File: src/rtl/bus_loop_pkg.sv
package bus_loop_pkg;

    typedef enum logic [3:0] {
        ST_IDLE,
        ST_W_SETTLE,
        ST_W_REQ,
        ST_W_ACK,
        ST_W_WAIT,
        ST_W_DONE,
        ST_R_SETTLE,
        ST_R_REQ,
        ST_R_ACK,
        ST_R_WAIT,
        ST_R_DONE
    } seq_state_t;

    localparam logic [3:0] CODE_IDLE     = 4'h0;
    localparam logic [3:0] CODE_W_SETTLE = 4'h1;
    localparam logic [3:0] CODE_W_REQ    = 4'h2;
    localparam logic [3:0] CODE_W_BUSY   = 4'h3;
    localparam logic [3:0] CODE_W_DONE   = 4'h4;
    localparam logic [3:0] CODE_R_SETTLE = 4'h8;
    localparam logic [3:0] CODE_R_REQ    = 4'h9;
    localparam logic [3:0] CODE_R_BUSY   = 4'hA;
    localparam logic [3:0] CODE_PASS     = 4'hB;
    localparam logic [3:0] CODE_FAIL     = 4'hC;

endpackage

File: src/rtl/seq_settle_timer.sv
module seq_settle_timer #(
    parameter int SETTLE_CYC = 10
) (
    input  logic clk,
    input  logic rst,
    input  logic load,
    output logic expired
);
    localparam int CW = (SETTLE_CYC < 2) ? 1 : $clog2(SETTLE_CYC);
    localparam logic [CW-1:0] LOAD_VAL = CW'(SETTLE_CYC - 1);

    logic [CW-1:0] cnt_q;

    always_ff @(posedge clk) begin
        if (rst) begin
            cnt_q <= '0;
        end else if (load) begin
            cnt_q <= LOAD_VAL;
        end else if (cnt_q != '0) begin
            cnt_q <= cnt_q - 1'b1;
        end
    end

    assign expired = (cnt_q == '0);


    cnt_range_chk: assert property (@(posedge clk) disable iff (rst)
        cnt_q <= LOAD_VAL);


    cnt_step_chk: assert property (@(posedge clk) disable iff (rst)
        (!load && cnt_q != '0) |=> (cnt_q == $past(cnt_q) - 1'b1));

endmodule

File: src/rtl/seq_strobe_qual.sv
module seq_strobe_qual #(
    parameter bit USE_CE = 1'b1,
    parameter int CE_W   = 4,
    parameter int CE_SEL = 0
) (
    input  logic            stb,
    input  logic [CE_W-1:0] ce,
    output logic            hit
);
    generate
        if (USE_CE) begin : g_with_ce
            assign hit = stb & ce[CE_SEL];
        end else begin : g_no_ce
            logic ce_any;
            assign ce_any = |ce;
            assign hit = stb | (ce_any & 1'b0);
        end
    endgenerate
endmodule

File: src/rtl/seq_data_path.sv
module seq_data_path #(
    parameter int DW    = 32,
    parameter int NIB_W = 4
) (
    input  logic             clk,
    input  logic             rst,
    input  logic             load_wr,
    input  logic [NIB_W-1:0] wr_value,
    input  logic             cap_en,
    input  logic [DW-1:0]    din,
    output logic [DW-1:0]    dout,
    output logic [DW-1:0]    cap_word,
    output logic             match
);
    logic [NIB_W-1:0] wr_nib_q;
    logic [DW-1:0]    cap_q;

    always_ff @(posedge clk) begin
        if (rst) begin
            wr_nib_q <= '0;
            cap_q    <= '0;
        end else begin
            if (load_wr) wr_nib_q <= wr_value;
            if (cap_en)  cap_q    <= din;
        end
    end

    assign dout     = {{(DW-NIB_W){1'b0}}, wr_nib_q};
    assign cap_word = cap_q;
    assign match    = (cap_q[NIB_W-1:0] == wr_nib_q);


    cap_hold_chk: assert property (@(posedge clk) disable iff (rst)
        !cap_en |=> $stable(cap_q));

endmodule

File: src/rtl/bus_loop_seq.sv
module bus_loop_seq
    import bus_loop_pkg::*;
#(
    parameter int          AW          = 32,
    parameter int          DW          = 32,
    parameter int          NIB_W       = 4,
    parameter int          BE_LANES    = 8,
    parameter int          SETTLE_CYC  = 10,
    parameter bit          USE_CE      = 1'b1,
    parameter int          CE_W        = 4,
    parameter int          CE_SEL      = 1,
    parameter logic [31:0] TARGET_ADDR = 32'h8000_0040
) (
    input  logic                clk,
    input  logic                rst,
    input  logic                btn_wr_n,
    input  logic                btn_rd_n,
    input  logic                btn_clr_n,
    input  logic [NIB_W-1:0]    wr_value,
    output logic                mst_rd_req,
    output logic                mst_wr_req,
    output logic [AW-1:0]       mst_addr,
    output logic [BE_LANES-1:0] mst_be,
    input  logic                mst_rd_done,
    input  logic                mst_wr_done,
    input  logic                loc_wr_stb,
    input  logic [CE_W-1:0]     loc_wr_ce,
    input  logic [DW-1:0]       loc_din,
    output logic                loc_wr_ack,
    input  logic                loc_rd_stb,
    input  logic [CE_W-1:0]     loc_rd_ce,
    output logic [DW-1:0]       loc_dout,
    output logic                loc_rd_ack,
    output logic [DW-1:0]       rd_data,
    output logic [3:0]          status
);
    seq_state_t state_q, state_d;

    logic wr_hit, rd_hit, settle_done, cmp_match;
    logic start_wr, start_rd, cap_en;

    assign start_wr = (state_q == ST_IDLE) && !btn_wr_n;
    assign start_rd = (state_q == ST_IDLE) && btn_wr_n && !btn_rd_n;
    assign cap_en   = (state_q == ST_R_REQ) && wr_hit;

    seq_strobe_qual #(.USE_CE(USE_CE), .CE_W(CE_W), .CE_SEL(CE_SEL)) i_wr_qual (
        .stb(loc_wr_stb), .ce(loc_wr_ce), .hit(wr_hit)
    );

    seq_strobe_qual #(.USE_CE(USE_CE), .CE_W(CE_W), .CE_SEL(CE_SEL)) i_rd_qual (
        .stb(loc_rd_stb), .ce(loc_rd_ce), .hit(rd_hit)
    );

    seq_settle_timer #(.SETTLE_CYC(SETTLE_CYC)) i_timer (
        .clk(clk), .rst(rst), .load(start_wr | start_rd), .expired(settle_done)
    );

    seq_data_path #(.DW(DW), .NIB_W(NIB_W)) i_data (
        .clk(clk), .rst(rst), .load_wr(start_wr), .wr_value(wr_value),
        .cap_en(cap_en), .din(loc_din), .dout(loc_dout),
        .cap_word(rd_data), .match(cmp_match)
    );

    assign mst_addr = AW'(TARGET_ADDR);
    assign mst_be   = '1;

    // State register
    always_ff @(posedge clk) begin
        if (rst) state_q <= ST_IDLE;
        else     state_q <= state_d;
    end

    // Next-state logic
    always_comb begin
        state_d = state_q;
        unique case (state_q)
            ST_IDLE: begin
                if (start_wr)      state_d = ST_W_SETTLE;
                else if (start_rd) state_d = ST_R_SETTLE;
            end
            ST_W_SETTLE: if (settle_done) state_d = ST_W_REQ;
            ST_W_REQ:    if (rd_hit)      state_d = ST_W_ACK;
            ST_W_ACK:    state_d = mst_wr_done ? ST_W_DONE : ST_W_WAIT;
            ST_W_WAIT:   if (mst_wr_done) state_d = ST_W_DONE;
            ST_W_DONE:   if (!btn_clr_n)  state_d = ST_IDLE;
            ST_R_SETTLE: if (settle_done) state_d = ST_R_REQ;
            ST_R_REQ:    if (wr_hit)      state_d = ST_R_ACK;
            ST_R_ACK:    state_d = mst_rd_done ? ST_R_DONE : ST_R_WAIT;
            ST_R_WAIT:   if (mst_rd_done) state_d = ST_R_DONE;
            ST_R_DONE:   if (!btn_clr_n)  state_d = ST_IDLE;
            default:     state_d = ST_IDLE;
        endcase
    end

    // Output logic
    always_comb begin
        mst_wr_req = 1'b0;
        mst_rd_req = 1'b0;
        loc_rd_ack = 1'b0;
        loc_wr_ack = 1'b0;
        status     = CODE_IDLE;
        unique case (state_q)
            ST_IDLE:     status = CODE_IDLE;
            ST_W_SETTLE: status = CODE_W_SETTLE;
            ST_W_REQ: begin
                mst_wr_req = 1'b1;
                status     = CODE_W_REQ;
            end
            ST_W_ACK: begin
                mst_wr_req = 1'b1;
                loc_rd_ack = 1'b1;
                status     = CODE_W_BUSY;
            end
            ST_W_WAIT: begin
                mst_wr_req = 1'b1;
                status     = CODE_W_BUSY;
            end
            ST_W_DONE:   status = CODE_W_DONE;
            ST_R_SETTLE: status = CODE_R_SETTLE;
            ST_R_REQ: begin
                mst_rd_req = 1'b1;
                status     = CODE_R_REQ;
            end
            ST_R_ACK: begin
                mst_rd_req = 1'b1;
                loc_wr_ack = 1'b1;
                status     = CODE_R_BUSY;
            end
            ST_R_WAIT: begin
                mst_rd_req = 1'b1;
                status     = CODE_R_BUSY;
            end
            ST_R_DONE:   status = cmp_match ? CODE_PASS : CODE_FAIL;
            default:     status = CODE_IDLE;
        endcase
    end


    req_excl_chk: assert property (@(posedge clk) disable iff (rst)
        !(mst_rd_req && mst_wr_req));


    wr_req_hold_chk: assert property (@(posedge clk) disable iff (rst)
        (mst_wr_req && !mst_wr_done) |=> mst_wr_req);


    rd_req_hold_chk: assert property (@(posedge clk) disable iff (rst)
        (mst_rd_req && !mst_rd_done) |=> mst_rd_req);


    rd_ack_pulse_chk: assert property (@(posedge clk) disable iff (rst)
        loc_rd_ack |=> !loc_rd_ack);


    wr_ack_after_stb_chk: assert property (@(posedge clk) disable iff (rst)
        loc_wr_ack |-> $past(loc_wr_stb));


    wr_req_after_settle_chk: assert property (@(posedge clk) disable iff (rst)
        $rose(mst_wr_req) |-> $past(settle_done));


    done_hold_chk: assert property (@(posedge clk) disable iff (rst)
        (state_q == ST_W_DONE && btn_clr_n) |=> (state_q == ST_W_DONE));

endmodule

File: config.mk
export PLATFORM = sky130hd
export DESIGN_NAME = bus_loop_seq
export DESIGN_NICKNAME = d
export VERILOG_FILES = /design/src/rtl/bus_loop_pkg.sv /design/src/rtl/seq_settle_timer.sv /design/src/rtl/seq_strobe_qual.sv /design/src/rtl/seq_data_path.sv /design/src/rtl/bus_loop_seq.sv
export SDC_FILE = /design/constraint.sdc
export NUM_CORES = 1
export LEC_CHECK = 0
export ABC_AREA = 1
export BUFFER_PORTS_ARGS = -buffer_cell sky130_fd_sc_hd__buf_2
export CORE_UTILIZATION = 47
export DETAILED_ROUTE_END_ITERATION = 16
export PLACE_DENSITY = 0.89
export SLEW_MARGIN = 5
export SYNTH_ARGS = -nofsm -noshare
export SYNTH_HDL_FRONTEND = slang
export SYNTH_HIERARCHICAL = 1
export SYNTH_SLANG_ARGS = --single-unit
export TNS_END_PERCENT = 30
File: constraint.sdc
create_clock -name clk -period 3.72 [get_ports clk]
set_input_delay 0.186 -clock clk [delete_from_list [all_inputs] [get_ports clk]]
set_output_delay 0.186 -clock clk [all_outputs]
set_load 0.02 [all_outputs]
==> run_results.csv, run 1 <==
group,metric,value,unit
status,outcome,"completed",
setup_path,path_max_fanout,20,
cells_and_area,area_growth,9.333,%
cells_and_area,nNetsFinal,525,
cts,cts.sinks,44,
routing,routed_wl,5496,µm
floorplanning,row_count,27,
cts,cts_tree,"yes",
synthesis,async_flop_share,0,%
power,power-per-cell-area,560.6,nW/µm²
setup_path,crit_path_end,"i_data/cap_word[17]",
floorplanning,pin_count,165,
routing,post_drt_wl_per_cell,10.10,µm
synthesis,synth_seq_cells,44,
cts,clock_path_buffers,2,
synthesis,synth_flop_cell,"dfxtp_1",
setup_path,cp_slowest_cell,"nor2_2",
timing,max-slew-margin-rel,43.31,%
setup_path,startpoint_type,"flop",
cells_and_area,diodes,0,
timing,clock_skew,0.006735,ns
routing,drtPass1Iterations,4,
setup_path,cp_cell_sequence,"nand2_1 > nor2_1 > inv_1 > nor2_2 > buf_4 > nand2_1 > a21oi_1",
power,clockPowerShare,18.0,%
synthesis,yosysTopAreaCell,"dfxtp_1",
timing,hold_violations,0,
timing,setup_viol,0,
routing,ant_nets,0,
global_routing,track_usage,18.56,%
synthesis,synth_edf_count,0,
cts,clk_latency,0.30,ns
setup_path,r2r_start,"state_q[0]",
cts,cts_made_buffers,5,
synthesis,synth_area,2721,µm²
cells_and_area,layout-drive-gt1-share,29.45,%
place,io_buffers,90,
timing,fin_crit,2.122,ns
routing,num_vias,2434,
global_routing,grt_pass1_vias,2146,
setup_path,worst_path_most_repeated_cell,"nand2_1",
synthesis,yosys_warnings,6,
setup_path,cp.arrival,2.35,ns
place,gp_congestion,0.9598,
timing,drv_slew,0,
min_path,hold_path_class,"in -> reg",
setup_path,rrSetupSlack,1.60,ns
setup_path,critPathBufInv,2,
setup_path,endpoint_kind,"flop",
synthesis,synth_most_common_cell,"nand2_1",
power,switchingPower,0.0007609,W
cts,cts_root_buf,"clkbuf_8",
floorplanning,die_area,6098,µm²
floorplanning,die_w,78.09,µm
timing,rsz0062_at_grt,"false",
power,ir_drop,0.3770,mV
setup_path,worst_ep_required_time,3.94,ns
timing,max_slew.worst_pin.slew,0.8503,ns
synthesis,synth_commonest_cells,"116 x nand2_1, 69 x buf_4, 44 x dfxtp_1",
routing,first_iter_violations,76,
setup_path,reg2regPathDepth,7,
power,p_int,0.0009071,W
power,swShare,45.62,%
setup_path,cp_num_cells,7,
global_routing,overflow,0,
routing,drcViolationCount,0,
timing,finalSetupTns,0,ns
power,power,0.001668,W
floorplanning,die_h,78.09,µm
synthesis,synth_seq_area_share,32.37,%
setup_path,critical_path_class,"reg -> reg",
routing,via_per_inst,4.474,
setup_path,crit_family,"simple AND/OR/NAND/NOR gates",
setup_path,reg2reg_to,"i_data/cap_word[17]",
power,p_seq_share,34.6,%
timing,fin_crit_sh,57.04,%
job,maxCapViolCount,0,
synthesis,postSynthAreaPerCell,7.032,µm²
synthesis,synth_top_area_share,32.37,%
floorplanning,core,5540,µm²
timing,fmax,0.4713,GHz
cts,post_cts_resized,0,
cts,clkSlewWorstSetupHoldPaths,0.09,ns
power,p_comb_share,47.4,%
floorplanning,start_util,49.12,%
place,dp_hpwl,4221,µm
global_routing,grt_max_degree,40,
power,power_leakage,1.571,nW
cts,post_cts_buffers,0,
synthesis,synth.distinct_cells,27,
synthesis,postSynthCellCount,387,
global_routing,grt_pass1_wl,9018,µm
setup_path,slowest_delay,0.59,ns
setup_path,startpoint,"state_q[0]",
cts,ctsHtreeMaxLevel,2,
global_routing,antenna_found_initial,0,
synthesis,synthTopCellsByArea,"dfxtp_1 32%, buf_4 19%, nand2_1 16%, a21oi_1 4.8%, nor2_1 4.4%",
cts,hold_buffers,0,
[worst register-to-register path: stages (launching register included)]
cell and delay (ns):
dfxtp_1 0.44, nand2_1 0.11, nor2_1 0.20, inv_1 0.10
nor2_2 0.59, buf_4 0.36, nand2_1 0.09, a21oi_1 0.16
[per-stage QoR]
stage          hold WS [ns]  setup slack (ns)  area (µm²)  utilization (%)  instances
3_5_place_dp         0.4483             1.581        2888            52.12        536
5_1_grt              0.1210             1.398        2975            53.70        544
2_1_floorplan        0.2584             2.278        2965                -        452
3_3_place_gp         0.4326             1.678        2888            52.12        536
6_report             0.1275             1.598        2975            53.70        544
4_1_cts              0.1181             1.550        2975            53.70        544
[state kept, by name (all words and copies together) (netlist names)]
signal	cells
i_timer/cnt_q	4
state_q	4
i_data/wr_nib_q	4
i_data/cap_word	32
[routing by layer]
| metal | vias to the layer above | wire length (µm) | track usage [%] |
|---|---|---|---|
| met2 | 128 | 2689 | 33.07 |
| met1 | 1083 | 2239 | 20.29 |
| met4 | 0 | 95 | 8.333 |
| met5 | - | 0 | 0 |
| li1 | 1213 | - | - |
| met3 | 10 | 472 | 5.349 |
[power by group through the flow]
| stage | sequential, W | combinational, W | clock (W) |
|---|---|---|---|
| 4_1_cts | 0.000576 | 0.000784 | 0.000309 |
| 3_3_place_gp | 0.000582 | 0.000752 | 0 |
| 3_5_place_dp | 0.000587 | 0.000782 | 0 |
| 2_1_floorplan | 0.000588 | 0.000651 | 0 |
| 6_report | 0.000577 | 0.000791 | 0.000301 |
| 5_1_grt | 0.000584 | 0.000887 | 0.000327 |
[cell type report]
cell class,count,area (µm²)
clock buffers,5,68.82
multi-input cells,297,1331
well taps,72,90.09
repair buffers,91,457.9
fillers,556,2565
clock inverters,3,18.77
inverters,32,127.6
flip-flops and latches,44,880.8
[cells by family after synthesis]
logic type	after synthesis	synth area share, %
xor+xnor	2	0.6438
simple gates	186	29.20
compound gates	40	9.149
other cells	3	0.4138
fa+ha+maj	1	0.4597
flops	44	32.37
buf+inv	111	27.77
[worst min path at each step]
stage	from	to	slack, ns	cells after the start
floorplan	rst	i_timer/cnt_q[0]	0.26	1
global placement	loc_din[31]	i_data/cap_word[31]	0.43	3
detailed placement	loc_din[15]	i_data/cap_word[15]	0.45	3
CTS	loc_din[14]	i_data/cap_word[14]	0.12	3
global route	loc_din[8]	i_data/cap_word[8]	0.12	3
finish	loc_din[5]	i_data/cap_word[5]	0.13	3
[cell usage in the layout, fill, tap and decap left out, drive strengths merged]
cell type / count
nand2: 128
buf: 91
conb: 68
dfxtp: 44
a21oi: 39
nor2: 36
inv: 32
nand3: 16
clkbuf: 5
clkinv: 3
nand3b: 2
xnor2: 2
nor3: 2
o21ai: 1
nand4: 1
nor3b: 1
ha: 1
(Power assumes the default switching activity.)
==> run 2: changes to the inputs <==
CORE_UTILIZATION = 39   (was 47)
PLACE_DENSITY = 0.79   (was 0.89)
clock period = 1.7 ns   (was 3.72 ns; I/O delays follow)
==> run 2 against run 1 <==
Against the previous run: flip-flop and latch count did not move; final cell count rose by 1.8%; largest power group unchanged; count of clock-buffer cells in the layout rose by 1; sequential power rose by 120%; highest routed layer unchanged; first-iteration DRC count rose by 11%; via count fell by 1.5%; combinational power rose by 120%; power rose by 130%; clock power rose to 2.6 times the previous value.
==> run_results.csv, run 2 (synthesis results as in run 1) <==
group,metric,value,unit
floorplanning,core,6756,µm²
routing,num_vias,2398,
place,dp_cells,546,
cts,cts_made_buffers,5,
setup_path,cp.arrival,1.53,ns
floorplanning,die_area,7316,µm²
floorplanning,row_count,30,
global_routing,grtUsageMet3,3.561,%
timing,setup_viol,0,
routing,first_iter_violations,84,
global_routing,grt_pass1_vias,2050,
setup_path,startpoint,"state_q[2]",
routing,via_per_inst,4.329,
power,power_leakage,1.600,nW
setup_path,path_max_fanout,5,
routing,post_drt_wl_per_cell,9.949,µm
floorplanning,pin_count,165,
setup_path,startpoint_type,"flop",
min_path,worstHoldStart,"loc_din[31]",
timing,holdWs,0.03430,ns
power,power-per-cell-area,1238,nW/µm²
timing,fin_crit_sh,95.22,%
timing,finalSetupTns,0,ns
routing,drcViolationCount,0,
global_routing,grt_pass1_wl,8769,µm
cts,cts_root_buf,"clkbuf_8",
power,ir_drop,0.6381,mV
setup_path,r2r_start,"state_q[2]",
setup_path,endpoint_kind,"output port",
status,outcome,"completed",
cts,cts.sinks,44,
floorplanning,start_util,40.28,%
global_routing,antenna_found_initial,0,
cts,clock_path_buffers,2,
cells_and_area,layout_commonest_cell,"nand2_1",
cells_and_area,post-route-util,45.65,%
global_routing,grtUsageMet1,16.81,%
cells_and_area,nNetsFinal,527,
cts,post_cts_resized,0,
cells_and_area,layout-drive-gt1-share,31.01,%
cells_and_area,diodes,0,
timing,fin_crit,1.619,ns
setup_path,rrSetupSlack,0.14,ns
cells_and_area,final_cell_area,3084,µm²
routing,drtPass1Iterations,4,
routing,routed_wl,5512,µm
setup_path,worst_ep_required_time,1.62,ns
min_path,hold_path_class,"in -> reg",
global_routing,track_usage,14.87,%
cts,hold_buffers,0,
setup_path,critical_path_class,"reg -> out",
floorplanning,die_w,85.54,µm
timing,fmax,0.6177,GHz
global_routing,grt.busiest_layer,"met2",
cts,post_cts_buffers,0,
cells_and_area,largest_reg_flops,32,
job,maxCapViolCount,0,
cells_and_area,layout_common_cells,"116 x nand2_1, 90 x buf_2, 68 x conb_1",
routing,ant_nets,0,
floorplanning,die_h,85.54,µm
place,dpl_cell_area,2938,µm²
cts,ctsHtreeMaxLevel,2,
global_routing,use_met2,27.49,%
cells_and_area,instances_no_fill,554,
cts,clkSlewWorstSetupHoldPaths,0.08,ns
timing,drv_slew,0,
place,gp_congestion,0.8991,
global_routing,overflow,0,
place,io_buffers,90,
timing,clock_skew,0.004607,ns
cts,cts_tree,"yes",
cells_and_area,area_growth,13.33,%
global_routing,grt_max_degree,33,
timing,rsz0062_at_grt,"false",
place,dp_hpwl,4285,µm
cts,clk_latency,0.29,ns
timing,hold_violations,0,
==> run 2: changes by cell type in the layout (fill, tap and decap cells not counted), sizes merged <==
cell / change
buf: +2
clkinv: -2
clkbuf: +1
bufinv: +1
==> run 2: worst max-delay path, stage by stage, from the launching register on <==
cell	delay, ns
dfxtp_1	0.44
inv_1	0.10
nor2_1	0.30
nand2_1	0.11
o21ai_0	0.10
buf_2	0.19
==> run 2: path summary, 6_finish.rpt <==
kind	end	cells past startpoint
worst max-delay path	status[2]	5
worst min-delay path	i_data/cap_word[31]	3
worst max register to register	state_q[0]	9
worst min register to register	i_data/cap_word[12]	2
==> run 2: area by class of cell <==
| cell class | instances | area, µm² |
|---|---|---|
| timing repair buffer | 93 | 505.5 |
| tap | 80 | 100.1 |
| inverter | 32 | 127.6 |
| clock buffer | 6 | 72.57 |
| clock inverter | 2 | 35.03 |
| fill | 708 | 3672 |
| sequential | 44 | 883.3 |
| multi-input combinational | 297 | 1360 |
==> run 2: through the flow <==
step | setup WS, ns | power, W
floorplan | 0.2580 | 0.002710
global placement | 0.1089 | 0.002979
detailed placement | 0.05607 | 0.003003
CTS | 0.03171 | 0.003786
global route | 0.008612 | 0.004108
finish | 0.08120 | 0.003818
==> run 2: where the power goes <==
part	internal [W]	leakage [nW]	switching, W
combinational	0.000580	1.19	0.00119
clock	0.000436	0.0552	0.000341
sequential	0.00114	0.357	0.000125
total	0.00216	1.60	0.00166
==> run 2: metal layers <==
layer  wire length [µm]  part of all wire (%)  up-vias
li1                   -                     -     1221
met1               2336                    42     1058
met2               2723                    49      115
met3                409                   7.4        4
met4                 43                  0.78        0
met5                  0                     0        -
